===== src/rtl/sram_burst_pkg.sv =====
package sram_burst_pkg;

  typedef enum logic [1:0] {
    OP_NONE  = 2'd0,
    OP_READ  = 2'd1,
    OP_WRITE = 2'd2
  } op_e;

  // low two address bits for beat 'step' of a burst starting at 'base'
  function automatic logic [1:0] burst_low(input logic [1:0] base,
                                           input logic [1:0] step,
                                           input logic       lin);
    logic [1:0] r;
    if (lin) r = base + step;
    else     r = base ^ step;
    return r;
  endfunction

endpackage


===== src/rtl/sram_burst_seq.sv =====
module sram_burst_seq
  import sram_burst_pkg::*;
#(
  parameter int ADDR_W = 6,
  parameter int LANES  = 4
) (
  input  logic              clk,
  input  logic              rst,
  input  logic [ADDR_W-1:0] addr_i,
  input  logic              strb_cpu_n,
  input  logic              strb_ctl_n,
  input  logic              adv_n,
  input  logic              sel0_n,
  input  logic              sel1,
  input  logic              sel2_n,
  input  logic [LANES-1:0]  lane_we_n,
  input  logic              lane_gate_n,
  input  logic              wr_all_n,
  input  logic              lin_order,
  input  logic              sleep_i,
  output logic [ADDR_W-1:0] mem_addr_o,
  output logic [LANES-1:0]  lane_wr_o,
  output logic              rd_o
);
  localparam int HI_W = ADDR_W - 2;

  logic [HI_W-1:0] hi_q, hi_nx;
  logic [1:0]      base_q, base_nx, cnt_q, cnt_nx;
  logic            sel_q, act;
  logic            cpu_go, ctl_go, load, en_now;
  logic [LANES-1:0] qual;
  op_e             op;

  for (genvar g = 0; g < LANES; g++) begin : g_qual
    assign qual[g] = !wr_all_n || (!lane_gate_n && !lane_we_n[g]);
  end

  always_comb begin
    cpu_go  = !strb_cpu_n && !sel0_n && !sleep_i;
    ctl_go  = !strb_ctl_n && !cpu_go && !sleep_i;
    load    = cpu_go || ctl_go;
    en_now  = !sel0_n && sel1 && !sel2_n;
    if (sleep_i)   act = 1'b0;
    else if (load) act = en_now;
    else           act = sel_q;
    hi_nx   = load ? addr_i[ADDR_W-1:2] : hi_q;
    base_nx = load ? addr_i[1:0] : base_q;
    if (load)                     cnt_nx = 2'd0;
    else if (!adv_n && !sleep_i)  cnt_nx = cnt_q + 2'd1;
    else                          cnt_nx = cnt_q;
    if (!act)                     op = OP_NONE;
    else if (!cpu_go && |qual)    op = OP_WRITE;
    else                          op = OP_READ;
  end

  assign mem_addr_o = {hi_nx, burst_low(base_nx, cnt_nx, lin_order)};
  assign lane_wr_o  = (op == OP_WRITE) ? qual : '0;
  assign rd_o       = (op == OP_READ);

  always_ff @(posedge clk) begin
    if (rst) begin
      hi_q   <= '0;
      base_q <= '0;
      cnt_q  <= '0;
      sel_q  <= 1'b0;
    end else begin
      hi_q   <= hi_nx;
      base_q <= base_nx;
      cnt_q  <= cnt_nx;
      sel_q  <= act;
    end
  end

  assert_load_R2: assert property (@(posedge clk) disable iff (rst)
    load |=> (cnt_q == 2'd0 && base_q == $past(addr_i[1:0])));
  assert_step_R5: assert property (@(posedge clk) disable iff (rst)
    (!load && !adv_n && !sleep_i) |=> (cnt_q == $past(cnt_q) + 2'd1));
  assert_hold_R5: assert property (@(posedge clk) disable iff (rst)
    (!load && (adv_n || sleep_i)) |=> ($stable(cnt_q) && $stable(hi_q)));
  assert_cpu_read_R3: assert property (@(posedge clk) disable iff (rst)
    (!strb_cpu_n && !sel0_n && !sleep_i) |-> (lane_wr_o == '0));
  assert_sleep_quiet_R11: assert property (@(posedge clk) disable iff (rst)
    sleep_i |-> (!rd_o && lane_wr_o == '0));

endmodule


===== src/rtl/sram_lane_bank.sv =====
module sram_lane_bank #(
  parameter int ADDR_W = 6,
  parameter int LANES  = 4,
  parameter int LANE_W = 9
) (
  input  logic                    clk,
  input  logic [ADDR_W-1:0]       addr_i,
  input  logic [LANES-1:0]        lane_wr_i,
  input  logic                    rd_i,
  input  logic [LANES*LANE_W-1:0] wdata_i,
  output logic [LANES*LANE_W-1:0] rdata_o
);
  localparam int DEPTH = 1 << ADDR_W;

  for (genvar g = 0; g < LANES; g++) begin : g_lane
    logic [LANE_W-1:0] mem [DEPTH];
    logic [LANE_W-1:0] rd_q;
    always_ff @(posedge clk) begin
      if (lane_wr_i[g]) mem[addr_i] <= wdata_i[g*LANE_W +: LANE_W];
      if (rd_i)         rd_q        <= mem[addr_i];
    end
    assign rdata_o[g*LANE_W +: LANE_W] = rd_q;
  end

endmodule


===== src/rtl/sram_out_pipe.sv =====
module sram_out_pipe #(
  parameter int DATA_W = 36
) (
  input  logic              clk,
  input  logic              rst,
  input  logic              rd_i,
  input  logic [DATA_W-1:0] data_i,
  input  logic              oe_n,
  output logic [DATA_W-1:0] q_o,
  output logic              valid_o,
  output logic              drive_o
);
  logic              rd1_q, valid_q;
  logic [DATA_W-1:0] q_q;

  always_ff @(posedge clk) begin
    if (rst) begin
      rd1_q   <= 1'b0;
      valid_q <= 1'b0;
      q_q     <= '0;
    end else begin
      rd1_q   <= rd_i;
      valid_q <= rd1_q;
      if (rd1_q) q_q <= data_i;
    end
  end

  assign q_o     = q_q;
  assign valid_o = valid_q;
  assign drive_o = valid_q && !oe_n;

  assert_out_hold_R2: assert property (@(posedge clk) disable iff (rst)
    !rd1_q |=> $stable(q_q));
  assert_valid_src_R9: assert property (@(posedge clk) disable iff (rst)
    $rose(valid_q) |-> $past(rd_i, 2));

endmodule


===== src/rtl/sram_burst_core.sv =====
module sram_burst_core #(
  parameter int ADDR_W = 6,
  parameter int LANES  = 4,
  parameter int LANE_W = 9
) (
  input  logic                    clk,
  input  logic                    rst,
  input  logic [ADDR_W-1:0]       addr_i,
  input  logic                    strb_cpu_n,
  input  logic                    strb_ctl_n,
  input  logic                    adv_n,
  input  logic                    sel0_n,
  input  logic                    sel1,
  input  logic                    sel2_n,
  input  logic [LANES-1:0]        lane_we_n,
  input  logic                    lane_gate_n,
  input  logic                    wr_all_n,
  input  logic [LANES*LANE_W-1:0] wdata_i,
  input  logic                    lin_order,
  input  logic                    sleep_i,
  input  logic                    oe_n,
  output logic [LANES*LANE_W-1:0] q_o,
  output logic                    q_drive_o
);
  localparam int DATA_W = LANES * LANE_W;

  logic [ADDR_W-1:0] mem_addr;
  logic [LANES-1:0]  lane_wr;
  logic              rd_issue, q_valid;
  logic [DATA_W-1:0] bank_q;

  sram_burst_seq #(.ADDR_W(ADDR_W), .LANES(LANES)) seq_i (
    .clk(clk), .rst(rst), .addr_i(addr_i),
    .strb_cpu_n(strb_cpu_n), .strb_ctl_n(strb_ctl_n), .adv_n(adv_n),
    .sel0_n(sel0_n), .sel1(sel1), .sel2_n(sel2_n),
    .lane_we_n(lane_we_n), .lane_gate_n(lane_gate_n), .wr_all_n(wr_all_n),
    .lin_order(lin_order), .sleep_i(sleep_i),
    .mem_addr_o(mem_addr), .lane_wr_o(lane_wr), .rd_o(rd_issue)
  );

  sram_lane_bank #(.ADDR_W(ADDR_W), .LANES(LANES), .LANE_W(LANE_W)) bank_i (
    .clk(clk), .addr_i(mem_addr), .lane_wr_i(lane_wr), .rd_i(rd_issue),
    .wdata_i(wdata_i), .rdata_o(bank_q)
  );

  sram_out_pipe #(.DATA_W(DATA_W)) out_i (
    .clk(clk), .rst(rst), .rd_i(rd_issue), .data_i(bank_q), .oe_n(oe_n),
    .q_o(q_o), .valid_o(q_valid), .drive_o(q_drive_o)
  );

  assert_sleep_drop_R11: assert property (@(posedge clk) disable iff (rst)
    sleep_i |=> ##1 !q_valid);
  assert_oe_gate_R10: assert property (@(posedge clk) disable iff (rst)
    oe_n |-> !q_drive_o);
  assert_one_op_R2: assert property (@(posedge clk) disable iff (rst)
    !(rd_issue && (lane_wr != '0)));

endmodule


===== config.mk =====
export PLATFORM = sky130hd
export DESIGN_NAME = sram_burst_core
export DESIGN_NICKNAME = d
export VERILOG_FILES = /design/src/rtl/sram_burst_pkg.sv /design/src/rtl/sram_burst_seq.sv /design/src/rtl/sram_lane_bank.sv /design/src/rtl/sram_out_pipe.sv /design/src/rtl/sram_burst_core.sv
export SDC_FILE = /design/constraint.sdc
export NUM_CORES = 2
export LEC_CHECK = 0
export ABC_CLOCK_PERIOD_IN_PS = 5700
export BUFFER_PORTS_ARGS = -buffer_cell sky130_fd_sc_hd__buf_4
export CORE_MARGIN = 4
export CORE_UTILIZATION = 30
export DETAILED_ROUTE_END_ITERATION = 12
export GPL_ROUTABILITY_DRIVEN = 1
export PLACE_DENSITY = 0.54
export SETUP_SLACK_MARGIN = 0.02
export SYNTH_ARGS = -nofsm -noshare
export SYNTH_HDL_FRONTEND = slang
export SYNTH_SLANG_ARGS = --single-unit
export TNS_END_PERCENT = 1

===== constraint.sdc =====
create_clock -name clk -period 5.7 [get_ports clk]
set_clock_uncertainty 0.15 [all_clocks]
set_input_delay 0.57 -clock clk [delete_from_list [all_inputs] [get_ports clk]]
set_output_delay 0.57 -clock clk [all_outputs]
set_load 0.02 [all_outputs]

# ---- Word level (Yosys, flattened, before mapping)
# Memories as Yosys holds them, arrays and structs flattened. A register that Yosys moved wholly into a read port is not among the register bits.
# Cells that the tools add are included.
dict set report totals {
  ram_bits 2304
  register_bits 47
  inputBits 59
  output_inout_bits 37
  mem_count 4
  word_cells 67
}
dict set report classes {
  reduce_logical 33
  bitwise 1
  add_sub_neg 2
  mux 18
  n_eq_ne 2
}
# name depth width rd rd_ports_with_merged_regs wr line_no
set memory_table {}
lappend memory_table {{bank_i.g_lane[0].mem} 64 9 1 1 1 sram_lane_bank.sv:16} ;# logic [LANE_W-1:0] mem [DEPTH];
lappend memory_table {{bank_i.g_lane[1].mem} 64 9 1 1 1 sram_lane_bank.sv:16}
lappend memory_table {{bank_i.g_lane[2].mem} 64 9 1 1 1 sram_lane_bank.sv:16}
lappend memory_table {{bank_i.g_lane[3].mem} 64 9 1 1 1 sram_lane_bank.sv:16}
# op n
set op_table {}
lappend op_table {{1-bit logical NOT} 14}
lappend op_table {{1-bit logical AND} 13}
lappend op_table {{2-bit 2-to-1 mux} 6}
lappend op_table {{1-bit 2-to-1 mux} 10}
lappend op_table {{4-bit 2-to-1 mux} 2}
lappend op_table {{1-bit logical OR} 5}
lappend op_table {{4-bit OR reduction} 1}
lappend op_table {{2-bit by 1-bit adder with 2-bit output, second input constant} 1}
lappend op_table {{2-bit adder} 1}
lappend op_table {{2-bit by 1-bit equality test with 1-bit output, second input constant} 1}
lappend op_table {{2-bit equality test, second input constant} 1}
lappend op_table {{2-bit bitwise XOR} 1}

# ---- Logic depth before layout (Yosys ltp)
dict set report logic_depth {
  ltp_word 14
  depth_mapped 21
  mapped_depth_nobuf 12
}

# ---- By module
# From an unflattened synthesis, not the netlist that was laid out.
dict set report hier_totals {
  hier_cells 5285
  area_unflattened_um2 90843.4
}
# module seq_area_each_um2 cells_each area_each_um2 n_inst
set by_module_without_submodules {}
lappend by_module_without_submodules {sram_lane_bank 70267.4 5102 88932.8 1}
lappend by_module_without_submodules {sram_out_pipe 760.7 121 1365.1 1}
lappend by_module_without_submodules {sram_burst_seq 180.2 62 545.5 1}

# ---- Worst setup path after synthesis
# No wires, ideal clock.
dict set report synth_timing {
  path_kind {in2reg}
  startpoint {in sel0_n}
  endpoint {reg bank_i.g_lane[0].rd_q[1] (read register of bank_i.g_lane[0].mem) (data pin)}
  cell_stages 14
  slack_ns 0.804
  required_ns 5.280
  arrival_ns 4.477
  setup_time_ns 0.270
  path_buffers 6
  cell_sequence {buf_2 o21a_1 or2_0 buf_2 mux2_2 ha_1 inv_1 buf_1 clkbuf_1 clkbuf_1 clkbuf_1 mux4_2 nand2_1 nand4b_1}
}
dict set report synth_between {
  elab_cells_between_ends 21
  cone_classes {add/sub: 1; eq/ne: 1; mux: 8; bitwise: 1; reduce/logical: 10}
}
# element line_no
set synth_rtl {}
lappend synth_rtl {{start, declared} sram_burst_core.sv:12} ;# input logic sel0_n,
lappend synth_rtl {{1-bit logical NOT *} sram_burst_seq.sv:39} ;# cpu_go = !strb_cpu_n && !sel0_n && !sleep_i;
lappend synth_rtl {{1-bit logical AND * (2 in series)} sram_burst_seq.sv:39}
lappend synth_rtl {{1-bit logical NOT} sram_burst_seq.sv:40} ;# ctl_go = !strb_ctl_n && !cpu_go && !sleep_i;
lappend synth_rtl {{1-bit logical AND (2 in series)} sram_burst_seq.sv:40}
lappend synth_rtl {{1-bit logical OR *} sram_burst_seq.sv:41} ;# load = cpu_go || ctl_go;
lappend synth_rtl {{2-bit 2-to-1 mux *} sram_burst_seq.sv:47} ;# base_nx = load ? addr_i[1:0] : base_q;
lappend synth_rtl {{net seq_i.base_nx[0]} sram_burst_seq.sv:28} ;# logic [1:0] base_q, base_nx, cnt_q, cnt_nx;
lappend synth_rtl {{2-bit adder or 2-bit bitwise XOR (tied branches)} {sram_burst_pkg.sv:14, sram_burst_pkg.sv:15}}
lappend synth_rtl {{2-bit 2-to-1 mux *} sram_burst_pkg.sv:14} ;# if (lin) r = base + step;
lappend synth_rtl {{end, declared} sram_lane_bank.sv:17} ;# logic [LANE_W-1:0] rd_q;
# The timed path passes the listed nets; every way through them passes the cells marked *.
# A chain may end at the register's enable or synchronous reset.

# ---- Worst setup path in the final report
dict set report layout_timing {
  startpoint {reg seq_i.cnt_q[0]}
  endpoint {reg bank_i.g_lane[0].rd_q[6] (read register of bank_i.g_lane[0].mem) (data pin)}
}
dict set report layout_between {
  elab_chain_len 5
  elab_cells_between_ends 6
  cone_classes {add/sub: 2; mux: 3; bitwise: 1}
}
# element line_no
set layout_rtl {}
lappend layout_rtl {{start, declared} sram_burst_seq.sv:28}
lappend layout_rtl {{start signal, assigned} sram_burst_seq.sv:69} ;# cnt_q <= cnt_nx;
lappend layout_rtl {{2-bit by 1-bit adder with 2-bit output} sram_burst_seq.sv:49} ;# else if (!adv_n && !sleep_i) cnt_nx = cnt_q + 2'd1;
lappend layout_rtl {{2-bit 2-to-1 mux *} sram_burst_seq.sv:49}
lappend layout_rtl {{2-bit 2-to-1 mux *} sram_burst_seq.sv:48} ;# if (load) cnt_nx = 2'd0;
lappend layout_rtl {{2-bit adder or 2-bit bitwise XOR (tied branches)} {sram_burst_pkg.sv:14, sram_burst_pkg.sv:15}}
lappend layout_rtl {{2-bit 2-to-1 mux *} sram_burst_pkg.sv:14}
# Every way passes the cells marked *; elsewhere a longest branch is shown, timed or not.

==> flow_metrics.env <==
export IMPL_grt_first_pass_wirelength_um=478000
export IMPL_syn_area_sq_um=95800
export IMPL_max_slew_margin_rel=0.127
export IMPL_wl_um=348000
export IMPL_drtIter0Drc=8529
export IMPL_numPlacedInstances=10600
export IMPL_setup_ws_ps=305
export IMPL_switching_share=0.240
export IMPL_cts_tree="built"
export IMPL_ctsHoldBuffers=0
export IMPL_gp_congestion=0.912
export IMPL_synth_compound_area_share=0.0845
export IMPL_dieArea_sq_um=328000
export IMPL_area_growth_syn_to_layout_pct=17.4
export IMPL_drive_above_1_share=0.163
export IMPL_final_common_cell="edfxtp_1"
export IMPL_setup_tns_ps=0
export IMPL_grtUsageMet3=0.0406
export IMPL_dr_pass1_iters=6
export IMPL_clk_insertion_delay_late_ps=920
export IMPL_finalCritPeriodShare=0.946
export IMPL_io_pins=96
export IMPL_synthCells=6213
export IMPL_register_area_sq_um=71200
export IMPL_final_nets=6697
export IMPL_syn_area_per_cell_sq_um=15.4
export IMPL_r2r_start="seq_i.cnt_q[0]"
export IMPL_final_cell_mix="edfxtp_1, mux2i_1, buf_4"
export IMPL_p_int_mw=29.2
export IMPL_grtUsageMet1=0.278
export IMPL_portBuffers=95
export IMPL_die_h_um=573
export IMPL_cp_end_kind="register"
export IMPL_htree_levels=4
export IMPL_vias=61100
export IMPL_setup_violations=0
export IMPL_synth_cell_type_count=72
export IMPL_cap_viol_max_count=0
export IMPL_ant_nets=0
export IMPL_pwr_share_clk=0.406
export IMPL_clk_path_buf_depth=3
export IMPL_synthMuxAreaShare=0.0824
export IMPL_cts_sinks=2387
export IMPL_synth_net_count=6273
export IMPL_start_util=0.301
export IMPL_cp_required_ps=6160
export IMPL_clk_pin_slew_ps=70
export IMPL_min_delay_start="rst"
export IMPL_postCtsResizedCells=0
export IMPL_r2r_end="bank_i.g_lane[0].rd_q[6]"
export IMPL_seqPwrFrac=0.503
export IMPL_slew_viol_final=0
export IMPL_min_path_type="in2reg"
export IMPL_synthArstFlopShare=0
export IMPL_cts_setup_buffers=0
export IMPL_clockRootBuffer="clkbuf_16"
export IMPL_whs_ps=28.1
export IMPL_crit_path_max_fanout=46
export IMPL_grt_max_degree=79
export IMPL_final_cells=11000
export IMPL_min_to="out_i.q_o[29]"
export IMPL_synth_adder_area_share=0.000131
export IMPL_gr_max_usage_layer="met2"
export IMPL_path_class="reg2reg"
export IMPL_status="complete, no violations"
export IMPL_synth_ff_type="edfxtp_1"
export IMPL_synth_top_family_by_area="compound AO/OA/AOI/OAI gates"
export IMPL_ys_ff_latch=2387
export IMPL_drc=0
export IMPL_power_switching_mw=9.21
export IMPL_ys_seq_area_frac=0.744
export IMPL_routedWlPerCell_um=31.6
export IMPL_cts_buffers=236
export IMPL_die_w_um=573
export IMPL_cp_start_kind="register"
export IMPL_viasPerCell=5.54
export IMPL_core_area_sq_um=318000
export IMPL_p_leak_nw=36.2
export IMPL_synth_simple_gate_area_frac=0.0690
export IMPL_fillers=30000
export IMPL_grtUsageMet2=0.312
export IMPL_synth_xor_area_frac=0.000183
export IMPL_rows=207
export IMPL_min_period_ps=5390
export IMPL_antenna_found_initial=30
export IMPL_worstMarginPinSlew_ps=1300
export IMPL_min_path_cells=2
export IMPL_synth_edf_count=2340
export IMPL_ir_drop_v=0.000284
export IMPL_p_per_area_nw_per_um2=342
export IMPL_cp_arrival_ps=5860
export IMPL_rsz0062_at_grt="no"
export IMPL_ys_warn_count=0
export IMPL_grt_use_total=0.204
export IMPL_clock_fmax_ghz=0.185
export IMPL_place_ws_ps=-271
export IMPL_globalRouteOverflowTotal=0
export IMPL_r2r_cells=11
export IMPL_grt_pass1_vias=58800
export IMPL_reg2reg_slack_ps=310
export IMPL_p_comb_frac=0.091
export IMPL_finish_utilization=0.354
export IMPL_dp_hpwl_um=228000
export IMPL_multi_input_area_sq_um=22900
export IMPL_hold_violations=0
cell type report:
cell class / instances / area share
Tap cell: 4180 / 0.0465
Inverter: 20 / 0.000712
Clock buffer: 285 / 0.0547
Multi-Input combinational cell: 3347 / 0.203
Antenna cell: 6 / 0.000134
Clock inverter: 155 / 0.0133
Sequential cell: 2387 / 0.633
Timing Repair Buffer: 645 / 0.0478
worst max path at each step:
| stage | end | slack [ps] | depth (start not counted) | from |
|---|---|---|---|---|
| floorplan | bank_i.g_lane[0].rd_q[1] | 800 | 14 | sel0_n |
| detailed placement | bank_i.g_lane[0].rd_q[6] | -270 | 15 | sel0_n |
| CTS | bank_i.g_lane[0].rd_q[6] | 380 | 11 | seq_i.cnt_q[0] |
| global route | bank_i.g_lane[0].rd_q[6] | 170 | 11 | seq_i.cnt_q[0] |
| finish | bank_i.g_lane[0].rd_q[6] | 310 | 11 | seq_i.cnt_q[0] |
| global placement | bank_i.g_lane[0].rd_q[6] | -200 | 15 | sel0_n |
worst max-delay path: stages, from the launching register on:
cell     delay [ps]
dfxtp_1         350
nor3b_2         180
xor2_1          650
and3_4          410
o21ai_4         100
nand2_8         440
buf_12          400
buf_4           590
mux2i_1         270
o22ai_1         240
nor4_1         1020
nand4_1         170
synthesized netlist by cell type (20+ instances only):
library cell	instances	area (sq um)
edfxtp_1	2340	70300
and3_1	28	175
nor4_1	94	588
o211a_1	32	320
a311oi_1	35	307
a21oi_1	151	756
mux2i_1	645	6460
o21ai_0	242	1210
nand2_1	419	1570
o22ai_1	282	1760
nand3_1	249	1250
a22oi_1	43	323
o2111ai_1	48	420
a21o_1	113	848
dfxtp_1	47	941
nand4_1	43	269
buf_1	60	225
inv_1	20	75.1
o22a_1	40	350
nor2_1	351	1320
nor3_1	165	826
a211oi_1	96	721
clkbuf_1	308	1160
mux4_2	59	1330
buf_2	87	435
registers in the layout, summed over array words and instances (netlist names):
register / count
seq_i.cnt_q: 2
seq_i.sel_q: 1
out_i.valid_o: 1
bank_i.g_lane.mem: 2304
bank_i.g_lane.rd_q: 36
out_i.rd1_q: 1
out_i.q_o: 36
seq_i.hi_q: 4
seq_i.base_q: 2
through the flow:
| step | power [mW] | instance area [sq um] |
|---|---|---|
| 3_3_place_gp | 23.1 | 105000 |
| 3_5_place_dp | 23.1 | 105000 |
| 6_report | 38.4 | 112000 |
| 2_1_floorplan | 21.5 | 95800 |
| 4_1_cts | 38.6 | 112000 |
| 5_1_grt | 39.5 | 112000 |
logic make-up (layout without fill, tap and decap cells):
| group | Yosys count | count (layout) |
|---|---|---|
| compound gates | 1206 | 1206 |
| xor+xnor | 2 | 2 |
| fa+ha+maj | 1 | 1 |
| buf+inv | 479 | 1105 |
| flops | 2387 | 2387 |
| mux | 713 | 713 |
| other cells | 0 | 6 |
| simple gates | 1425 | 1425 |
metal layers:
| metal | part of all wire | routed length (um) |
|---|---|---|
| met5 | 0.000057 | 20 |
| met4 | 0.054 | 18900 |
| met3 | 0.095 | 33100 |
| met2 | 0.45 | 156000 |
| met1 | 0.40 | 140000 |
power groups by stage:
stage	clock (mW)	sequential [mW]	combinational, mW
2_1_floorplan	0	19.7	1.87
3_3_place_gp	0	19.7	3.41
3_5_place_dp	0	19.7	3.45
4_1_cts	15.8	19.3	3.46
5_1_grt	16.5	19.3	3.64
6_report	15.6	19.3	3.50
Power figures use the tool's default switching activity.
